**config.mk**
```make
export PLATFORM = sky130hd
export DESIGN_NAME = intr_seq
export DESIGN_NICKNAME = d
export VERILOG_FILES = /design/src/rtl/intr_seq_pkg.sv /design/src/rtl/intr_arb.sv /design/src/rtl/intr_fsm.sv /design/src/rtl/intr_result.sv /design/src/rtl/intr_seq.sv
export SDC_FILE = /design/constraint.sdc
export NUM_CORES = 1
export LEC_CHECK = 0
export BUFFER_PORTS_ARGS = -buffer_cell sky130_fd_sc_hd__clkbuf_2
export CAP_MARGIN = 40
export CORE_ASPECT_RATIO = 2
export CORE_MARGIN = 2
export CORE_UTILIZATION = 35
export DETAILED_ROUTE_END_ITERATION = 12
export PLACE_DENSITY = 0.56
export SLEW_MARGIN = 15
export SYNTH_ARGS = -nofsm -noshare
export SYNTH_HDL_FRONTEND = slang
export SYNTH_SLANG_ARGS = --single-unit
export TNS_END_PERCENT = 100
```
**constraint.sdc**
```tcl
create_clock -name clk -period 2.7 [get_ports clk]
set_clock_uncertainty 0.1 [all_clocks]
set_input_delay 0.405 -clock clk [delete_from_list [all_inputs] [get_ports clk]]
set_output_delay 0.405 -clock clk [all_outputs]
set_load 0.005 [all_outputs]
```
**src/rtl/intr_seq_pkg.sv**
```systemverilog
package intr_seq_pkg;
  // order of the kinds mirrors service priority, highest first
  typedef enum logic [1:0] {K_RST, K_BRK, K_NMI, K_IRQ} kind_e;
  typedef enum logic [2:0] {
    S_IDLE, S_PSH_H, S_PSH_L, S_PSH_P, S_VEC_L, S_VEC_H, S_FIN
  } state_e;
endpackage

```
**src/rtl/intr_arb.sv**
```systemverilog
module intr_arb
  import intr_seq_pkg::*;
(
  input  logic  clk,
  input  logic  rst,
  input  logic  nmi_req,
  input  logic  irq_req,
  input  logic  brk_hit,
  input  logic  irq_mask,
  input  logic  take,
  output logic  req_valid,
  output kind_e req_kind
);
  logic rst_pend, brk_pend, nmi_pend, nmi_prev;
  logic nmi_edge, brk_any, nmi_any;

  assign nmi_edge = nmi_req & ~nmi_prev;
  assign brk_any  = brk_pend | brk_hit;
  assign nmi_any  = nmi_pend | nmi_edge;

  always_ff @(posedge clk) begin
    if (rst) begin
      rst_pend <= 1'b1;
      brk_pend <= 1'b0;
      nmi_pend <= 1'b0;
      nmi_prev <= nmi_req;
    end else begin
      nmi_prev <= nmi_req;
      rst_pend <= rst_pend & ~(take && req_kind == K_RST);
      brk_pend <= brk_any  & ~(take && req_kind == K_BRK);
      nmi_pend <= nmi_any  & ~(take && req_kind == K_NMI);
    end
  end

  always_comb begin
    req_valid = 1'b1;
    if (rst_pend)                  req_kind = K_RST;
    else if (brk_any)              req_kind = K_BRK;
    else if (nmi_any)              req_kind = K_NMI;
    else begin
      req_kind  = K_IRQ;
      req_valid = irq_req & ~irq_mask;
    end
  end

  // reset outranks every other pending request
  p_rst_first_r7: assert property (@(posedge clk) disable iff (rst)
    rst_pend |-> (req_valid && req_kind == K_RST));
  // a pending break outranks NMI and IRQ
  p_brk_over_hw_r7: assert property (@(posedge clk) disable iff (rst)
    (brk_pend && !rst_pend) |-> (req_kind == K_BRK));
  // a latched NMI stays latched until granted
  p_nmi_hold_r8: assert property (@(posedge clk) disable iff (rst)
    (nmi_pend && !take) |=> nmi_pend);
endmodule

```
**src/rtl/intr_fsm.sv**
```systemverilog
module intr_fsm
  import intr_seq_pkg::*;
#(
  parameter int unsigned ADDR_W = 16,
  parameter int unsigned DATA_W = 8,
  parameter int unsigned SP_W   = 8,
  parameter logic [ADDR_W-SP_W-1:0] STACK_PAGE = 'h01,
  parameter logic [ADDR_W-1:0] VEC_NMI = 'hFFFA,
  parameter logic [ADDR_W-1:0] VEC_RST = 'hFFFC,
  parameter logic [ADDR_W-1:0] VEC_IRQ = 'hFFFE,
  parameter int unsigned B_BIT = 4
)(
  input  logic              clk,
  input  logic              rst,
  input  logic              req_valid,
  input  kind_e             req_kind,
  input  logic [ADDR_W-1:0] cur_pc,
  input  logic [DATA_W-1:0] cur_status,
  input  logic [SP_W-1:0]   cur_sp,
  input  logic [DATA_W-1:0] mem_rdata,
  output logic              take,
  output logic [ADDR_W-1:0] mem_addr,
  output logic [DATA_W-1:0] mem_wdata,
  output logic              mem_we,
  output logic              fin,
  output kind_e             kind_q,
  output logic [DATA_W-1:0] vec_lo_q,
  output logic [DATA_W-1:0] st_q,
  output logic [SP_W-1:0]   sp_q
);
  localparam logic [SP_W-1:0]   SP_ONE = SP_W'(1);
  localparam logic [SP_W-1:0]   SP_TWO = SP_W'(2);
  localparam logic [ADDR_W-1:0] A_ONE  = ADDR_W'(1);

  state_e state, state_n;
  logic [ADDR_W-1:0] pc_q;
  kind_e             eff_kind;
  logic [ADDR_W-1:0] eff_pc;
  logic [SP_W-1:0]   eff_sp;
  logic [DATA_W-1:0] stk_status;
  logic [ADDR_W-1:0] addr_n;
  logic [DATA_W-1:0] wdata_n;
  logic              we_n;

  function automatic logic [ADDR_W-1:0] vec_base(input kind_e k);
    case (k)
      K_RST:   vec_base = VEC_RST;
      K_NMI:   vec_base = VEC_NMI;
      default: vec_base = VEC_IRQ;
    endcase
  endfunction

  always_comb begin
    state_n = state;
    take    = 1'b0;
    case (state)
      S_IDLE: if (req_valid) begin
        take    = 1'b1;
        state_n = (req_kind == K_RST) ? S_VEC_L : S_PSH_H;
      end
      S_PSH_H: state_n = S_PSH_L;
      S_PSH_L: state_n = S_PSH_P;
      S_PSH_P: state_n = S_VEC_L;
      S_VEC_L: state_n = S_VEC_H;
      S_VEC_H: state_n = S_FIN;
      default: state_n = S_IDLE;
    endcase
  end

  assign eff_kind = take ? req_kind   : kind_q;
  assign eff_pc   = take ? cur_pc     : pc_q;
  assign eff_sp   = take ? cur_sp     : sp_q;

  always_comb begin
    stk_status        = st_q;
    stk_status[B_BIT] = (kind_q == K_BRK);
  end

  // bus values for the state entered at the next edge
  always_comb begin
    addr_n  = mem_addr;
    wdata_n = '0;
    we_n    = 1'b0;
    case (state_n)
      S_PSH_H: begin
        addr_n  = {STACK_PAGE, eff_sp};
        wdata_n = eff_pc[ADDR_W-1 -: DATA_W];
        we_n    = 1'b1;
      end
      S_PSH_L: begin
        addr_n  = {STACK_PAGE, sp_q - SP_ONE};
        wdata_n = pc_q[DATA_W-1:0];
        we_n    = 1'b1;
      end
      S_PSH_P: begin
        addr_n  = {STACK_PAGE, sp_q - SP_TWO};
        wdata_n = stk_status;
        we_n    = 1'b1;
      end
      S_VEC_L: addr_n = vec_base(eff_kind);
      S_VEC_H: addr_n = mem_addr + A_ONE;
      default: ;
    endcase
  end

  always_ff @(posedge clk) begin
    if (rst) begin
      state     <= S_IDLE;
      kind_q    <= K_RST;
      pc_q      <= '0;
      st_q      <= '0;
      sp_q      <= '0;
      vec_lo_q  <= '0;
      mem_addr  <= '0;
      mem_wdata <= '0;
      mem_we    <= 1'b0;
    end else begin
      state     <= state_n;
      mem_addr  <= addr_n;
      mem_wdata <= wdata_n;
      mem_we    <= we_n;
      if (take) begin
        kind_q <= req_kind;
        pc_q   <= cur_pc;
        st_q   <= cur_status;
        sp_q   <= cur_sp;
      end
      if (state == S_VEC_H) vec_lo_q <= mem_rdata;
    end
  end

  assign fin = (state == S_FIN);

  // every write lands in the stack page
  p_stack_page_r2: assert property (@(posedge clk) disable iff (rst)
    mem_we |-> (mem_addr[ADDR_W-1:SP_W] == STACK_PAGE));
  // second push is one below the first
  p_push_descend_r2: assert property (@(posedge clk) disable iff (rst)
    (state == S_PSH_L) |-> (mem_addr[SP_W-1:0] == $past(mem_addr[SP_W-1:0]) - SP_ONE));
  // no writes while a reset sequence runs
  p_rst_nowrite_r1: assert property (@(posedge clk) disable iff (rst)
    (kind_q == K_RST && state != S_IDLE) |-> !mem_we);
  // high vector byte address follows the low one
  p_vec_pair_r11: assert property (@(posedge clk) disable iff (rst)
    (state == S_VEC_H) |-> (mem_addr == $past(mem_addr) + A_ONE));
endmodule

```
**src/rtl/intr_result.sv**
```systemverilog
module intr_result
  import intr_seq_pkg::*;
#(
  parameter int unsigned ADDR_W = 16,
  parameter int unsigned DATA_W = 8,
  parameter int unsigned SP_W   = 8,
  parameter int unsigned I_BIT  = 2,
  parameter int unsigned D_BIT  = 3
)(
  input  logic              clk,
  input  logic              rst,
  input  logic              fin,
  input  kind_e             kind_q,
  input  logic [DATA_W-1:0] vec_lo_q,
  input  logic [DATA_W-1:0] mem_rdata,
  input  logic [DATA_W-1:0] st_q,
  input  logic [SP_W-1:0]   sp_q,
  output logic [ADDR_W-1:0] new_pc,
  output logic [DATA_W-1:0] new_status,
  output logic [SP_W-1:0]   new_sp,
  output logic              done
);
  localparam int unsigned   PUSHES = 3;
  localparam logic [DATA_W-1:0] I_MASK = DATA_W'(1) << I_BIT;
  localparam logic [DATA_W-1:0] D_MASK = DATA_W'(1) << D_BIT;
  localparam logic [SP_W-1:0]   SP_DROP = SP_W'(PUSHES);

  always_ff @(posedge clk) begin
    if (rst) begin
      done       <= 1'b0;
      new_pc     <= '0;
      new_status <= '0;
      new_sp     <= '0;
    end else begin
      done <= fin;
      if (fin) begin
        new_pc     <= {mem_rdata, vec_lo_q};
        new_status <= (st_q & ~D_MASK) | I_MASK;
        new_sp     <= (kind_q == K_RST) ? sp_q : sp_q - SP_DROP;
      end
    end
  end

  // done is a single-cycle strobe
  p_done_pulse_r11: assert property (@(posedge clk) disable iff (rst)
    done |=> !done);
  // entry always masks IRQ and leaves decimal mode
  p_status_flags_r6: assert property (@(posedge clk) disable iff (rst)
    done |-> (new_status[I_BIT] && !new_status[D_BIT]));
endmodule

```
**src/rtl/intr_seq.sv**
```systemverilog
module intr_seq
  import intr_seq_pkg::*;
#(
  parameter int unsigned ADDR_W = 16,
  parameter int unsigned DATA_W = 8,
  parameter int unsigned SP_W   = 8,
  parameter logic [ADDR_W-SP_W-1:0] STACK_PAGE = 'h01,
  parameter logic [ADDR_W-1:0] VEC_NMI = 'hFFFA,
  parameter logic [ADDR_W-1:0] VEC_RST = 'hFFFC,
  parameter logic [ADDR_W-1:0] VEC_IRQ = 'hFFFE,
  parameter int unsigned I_BIT = 2,
  parameter int unsigned D_BIT = 3,
  parameter int unsigned B_BIT = 4
)(
  input  logic              clk,
  input  logic              rst,
  input  logic              nmi_req,
  input  logic              irq_req,
  input  logic              brk_hit,
  input  logic [ADDR_W-1:0] cur_pc,
  input  logic [DATA_W-1:0] cur_status,
  input  logic [SP_W-1:0]   cur_sp,
  input  logic [DATA_W-1:0] mem_rdata,
  output logic [ADDR_W-1:0] mem_addr,
  output logic [DATA_W-1:0] mem_wdata,
  output logic              mem_we,
  output logic [ADDR_W-1:0] new_pc,
  output logic [DATA_W-1:0] new_status,
  output logic [SP_W-1:0]   new_sp,
  output logic              done
);
  logic              req_valid, take, fin;
  kind_e             req_kind, kind_q;
  logic [DATA_W-1:0] vec_lo_q, st_q;
  logic [SP_W-1:0]   sp_q;

  intr_arb u_arb (
    .clk       (clk),
    .rst       (rst),
    .nmi_req   (nmi_req),
    .irq_req   (irq_req),
    .brk_hit   (brk_hit),
    .irq_mask  (cur_status[I_BIT]),
    .take      (take),
    .req_valid (req_valid),
    .req_kind  (req_kind)
  );

  intr_fsm #(
    .ADDR_W(ADDR_W), .DATA_W(DATA_W), .SP_W(SP_W), .STACK_PAGE(STACK_PAGE),
    .VEC_NMI(VEC_NMI), .VEC_RST(VEC_RST), .VEC_IRQ(VEC_IRQ), .B_BIT(B_BIT)
  ) u_fsm (
    .clk        (clk),
    .rst        (rst),
    .req_valid  (req_valid),
    .req_kind   (req_kind),
    .cur_pc     (cur_pc),
    .cur_status (cur_status),
    .cur_sp     (cur_sp),
    .mem_rdata  (mem_rdata),
    .take       (take),
    .mem_addr   (mem_addr),
    .mem_wdata  (mem_wdata),
    .mem_we     (mem_we),
    .fin        (fin),
    .kind_q     (kind_q),
    .vec_lo_q   (vec_lo_q),
    .st_q       (st_q),
    .sp_q       (sp_q)
  );

  intr_result #(
    .ADDR_W(ADDR_W), .DATA_W(DATA_W), .SP_W(SP_W), .I_BIT(I_BIT), .D_BIT(D_BIT)
  ) u_res (
    .clk        (clk),
    .rst        (rst),
    .fin        (fin),
    .kind_q     (kind_q),
    .vec_lo_q   (vec_lo_q),
    .mem_rdata  (mem_rdata),
    .st_q       (st_q),
    .sp_q       (sp_q),
    .new_pc     (new_pc),
    .new_status (new_status),
    .new_sp     (new_sp),
    .done       (done)
  );
endmodule

```
==> results.toml <==
[run_status]
outcome = "complete, no violations"

[route]
avgRoutedWirePerCell_um = 17.4
firstDrtPassIters = 5
vias = 4395
routed_via_density = 5.38
antenna_left = 0
drcViolationCount = 0
drt_iter0_drc = 210
wl_met2_um = 7730
met1_length_um = 5140
drt-total-wl_um = 14200
dr.max_layer_used = "met4"
dr_wl_met3_um = 581

[layout]
layout-drive-gt1-share = 0.224
syn2layout_area_growth_pct = 20.3
n_antenna_cell = 0
final_area_sq_um = 5560
fill_cells = 1341
nets = 711

[yosys]
synth_edf_count = 0
synth_top_area_cell = "dfxtp_1"
ys.flop_type = "dfxtp_1"
avgSynthCellArea_sq_um = 7.99
yosysSeqAreaShare = 0.425
synth_cells = 578
synth_area_leaders = "dfxtp_1 42%, nand2_1 9.0%, a21oi_1 7.8%"
synth-seq-cells = 98
syn_area_sq_um = 4620
yosysUniqueCellTypes = 62
synth_fp_nets = 629
synth_commonest_cells = "111 x nand2_1, 98 x dfxtp_1, 72 x a21oi_1"
synth_top_area_frac = 0.425
synthMostInstantiatedCell = "nand2_1"
ys_warn_count = 0
async_reset_ff_frac = 0

[min_path]
hold_start = "nmi_req"
min_path_type = "in -> reg"

[clock_network]
clk_pin_slew_ps = 70
postCtsResizedCells = 0
cts_made_buffers = 9
root_buffer = "clkbuf_16"
clk_path_buf_depth = 2
hold_buffers = 0
post-cts-setup-buffers = 0
insertion_delay_ps = 350
htreeDepth = 3
cts_num_sinks = 98
tritoncts = "built"

[setup_path]
cp_slowest_stage_delay_ps = 750
crit_start = "u_fsm.state[1]"
r2r-end = "u_fsm.mem_addr[7]"
r2r_slack_ps = 460
critPathLaunchType = "register"
critical_path_class = "reg -> reg"
crit-reg2reg-launch = "u_fsm.state[1]"
arrival_ps = 2420
end_kind = "register"
r2r.worst_path.cells = 5
path_delay_family = "compound AO/OA/AOI/OAI gates"
cp.depth = 5
slowest_stage = "dfxtp_1"
cp.required_ps = 2880
worst-path-buf-inv = 0
critical_path.endpoint = "u_fsm.mem_addr[7]"
path_cells = "nor2b_1, o21ba_2, o211ai_1, o311a_1, a31oi_1"
cp_max_fo = 21

[placed_design]
placed_cell_area_sq_um = 5220
dp_hpwl_um = 10700
place_congestion = 0.874
portBuffers = 101

[floorplan]
rows = 59
io_pins = 103
die_h_um = 166
die-area_sq_um = 14200
fp.dieW_um = 85.2
coreArea_sq_um = 12900
initial_utilization = 0.358

[sta]
setup-tns-final_ps = 0
finalHoldViolCount = 0
fmax_ghz = 0.447
rsz0062_at_grt = "false"
period_minus_slack_ps = 2240
finalCritPeriodShare = 0.829
relSlewSlack = 0.478
setup_viol = 0
worst_pin_slew_ps = 776
drv_slew = 0

[global_route]
antenna_found_initial = 0
grt_usage = 0.204
grt-ovfl-total = 0
grt_max_degree = 56
grt_pass1_vias = 4381
grt_pass1_wl_um = 22700

[power_and_ir_drop]
p_leak_nw = 2.22
ir_drop_uv = 526
cellPowerDensity_nw_per_um2 = 1130

[run]
max_cap_viol_count = 0
[state kept, by name, indices dropped and copies added, names as in the netlist]
signal	cells
u_fsm.mem_wdata	8
u_res.new_sp	8
u_fsm.vec_lo_q	8
u_arb.nmi_prev	1
u_arb.brk_pend	1
u_arb.nmi_pend	1
u_res.done	1
u_res.new_status	7
u_fsm.sp_q	8
u_fsm.mem_we	1
u_fsm.mem_addr	16
u_res.new_pc	16
u_fsm.st_q	8
u_fsm.pc_q	8
u_arb.rst_pend	1
u_fsm.state	3
u_fsm.kind_q	2
[kinds of logic after synthesis]
family / Yosys count / synth area share
and+or+nand+nor: 224 / 0.220
AOI/OAI and AO/OA: 171 / 0.243
other: 1 / 0.000812
xor gates and xnor gates: 18 / 0.0341
buffers and inverters: 59 / 0.0590
DFF: 98 / 0.425
adders and majority gates: 7 / 0.0184
[layout by cell type (no fill, tap or decap), types with 3 or more instances in the layout]
cell type and n:
inv_1 11, o21a_1 9, a41oi_1 9, a211oi_1 10
buf_4 17, o221a_1 3, and3_1 6, and2_1 5
nor3_1 6, nand3_1 15, xor2_1 6, o21ai_0 19
o21ai_2 3, a21boi_0 3, a211o_1 3, ha_1 6
and4_1 8, nand4_1 3, clkbuf_16 9, clkbuf_2 101
dfxtp_1 98, a31oi_1 6, nor2_1 46, nor2b_1 7
nand2b_1 4, a21oi_1 72, nand2_1 111, xnor2_1 12
a22oi_1 11
[report_power, final]
part	internal (mW)	switching [mW]	leakage, nW
sequential	1.76	0.433	0.801
clock	0.851	0.591	0.159
combinational	1.06	1.59	1.26
total	3.67	2.61	2.22
[metrics by stage]
stage	setup WS [ps]	total power, mW	instances	hold slack [ps]	utilization
5_1_grt	255	6.72	817	68.9	0.430
6_report	462	6.28	817	79.4	0.430
4_1_cts	507	6.30	817	70.1	0.430
2_1_floorplan	797	4.01	578	332	-
3_5_place_dp	544	4.84	801	343	0.404
3_3_place_gp	550	4.81	801	338	0.404
[worst min-delay path by stage]
stage                                      to  slack [ps]  depth (start not counted)
after global routing           u_arb.nmi_prev          70                          1
after CTS                      u_arb.nmi_prev          70                          1
final                          u_arb.nmi_prev          80                          1
after global placement        u_res.new_pc[5]         340                          2
after floorplan               u_res.new_pc[0]         330                          2
after detailed placement  u_res.new_status[4]         340                          2
[routing by layer]
metal	GRT usage	up-vias
li1	-	2192
met1	0.215	2017
met2	0.365	140
met3	0.0382	46
met4	0.122	0
met5	0	-
[layout make-up]
| type | instances | area [sq um] | share of cell area |
|---|---|---|---|
| Clock buffer | 10 | 239 | 0.0430 |
| Clock inverter | 6 | 97.6 | 0.0176 |
| Inverter | 12 | 45.0 | 0.00811 |
| Multi-Input combinational cell | 421 | 2390 | 0.430 |
| Sequential cell | 98 | 1960 | 0.353 |
| Tap cell | 152 | 190 | 0.0342 |
| Timing Repair Buffer | 118 | 633 | 0.114 |
No activity file was read; power rests on OpenSTA's default activity.
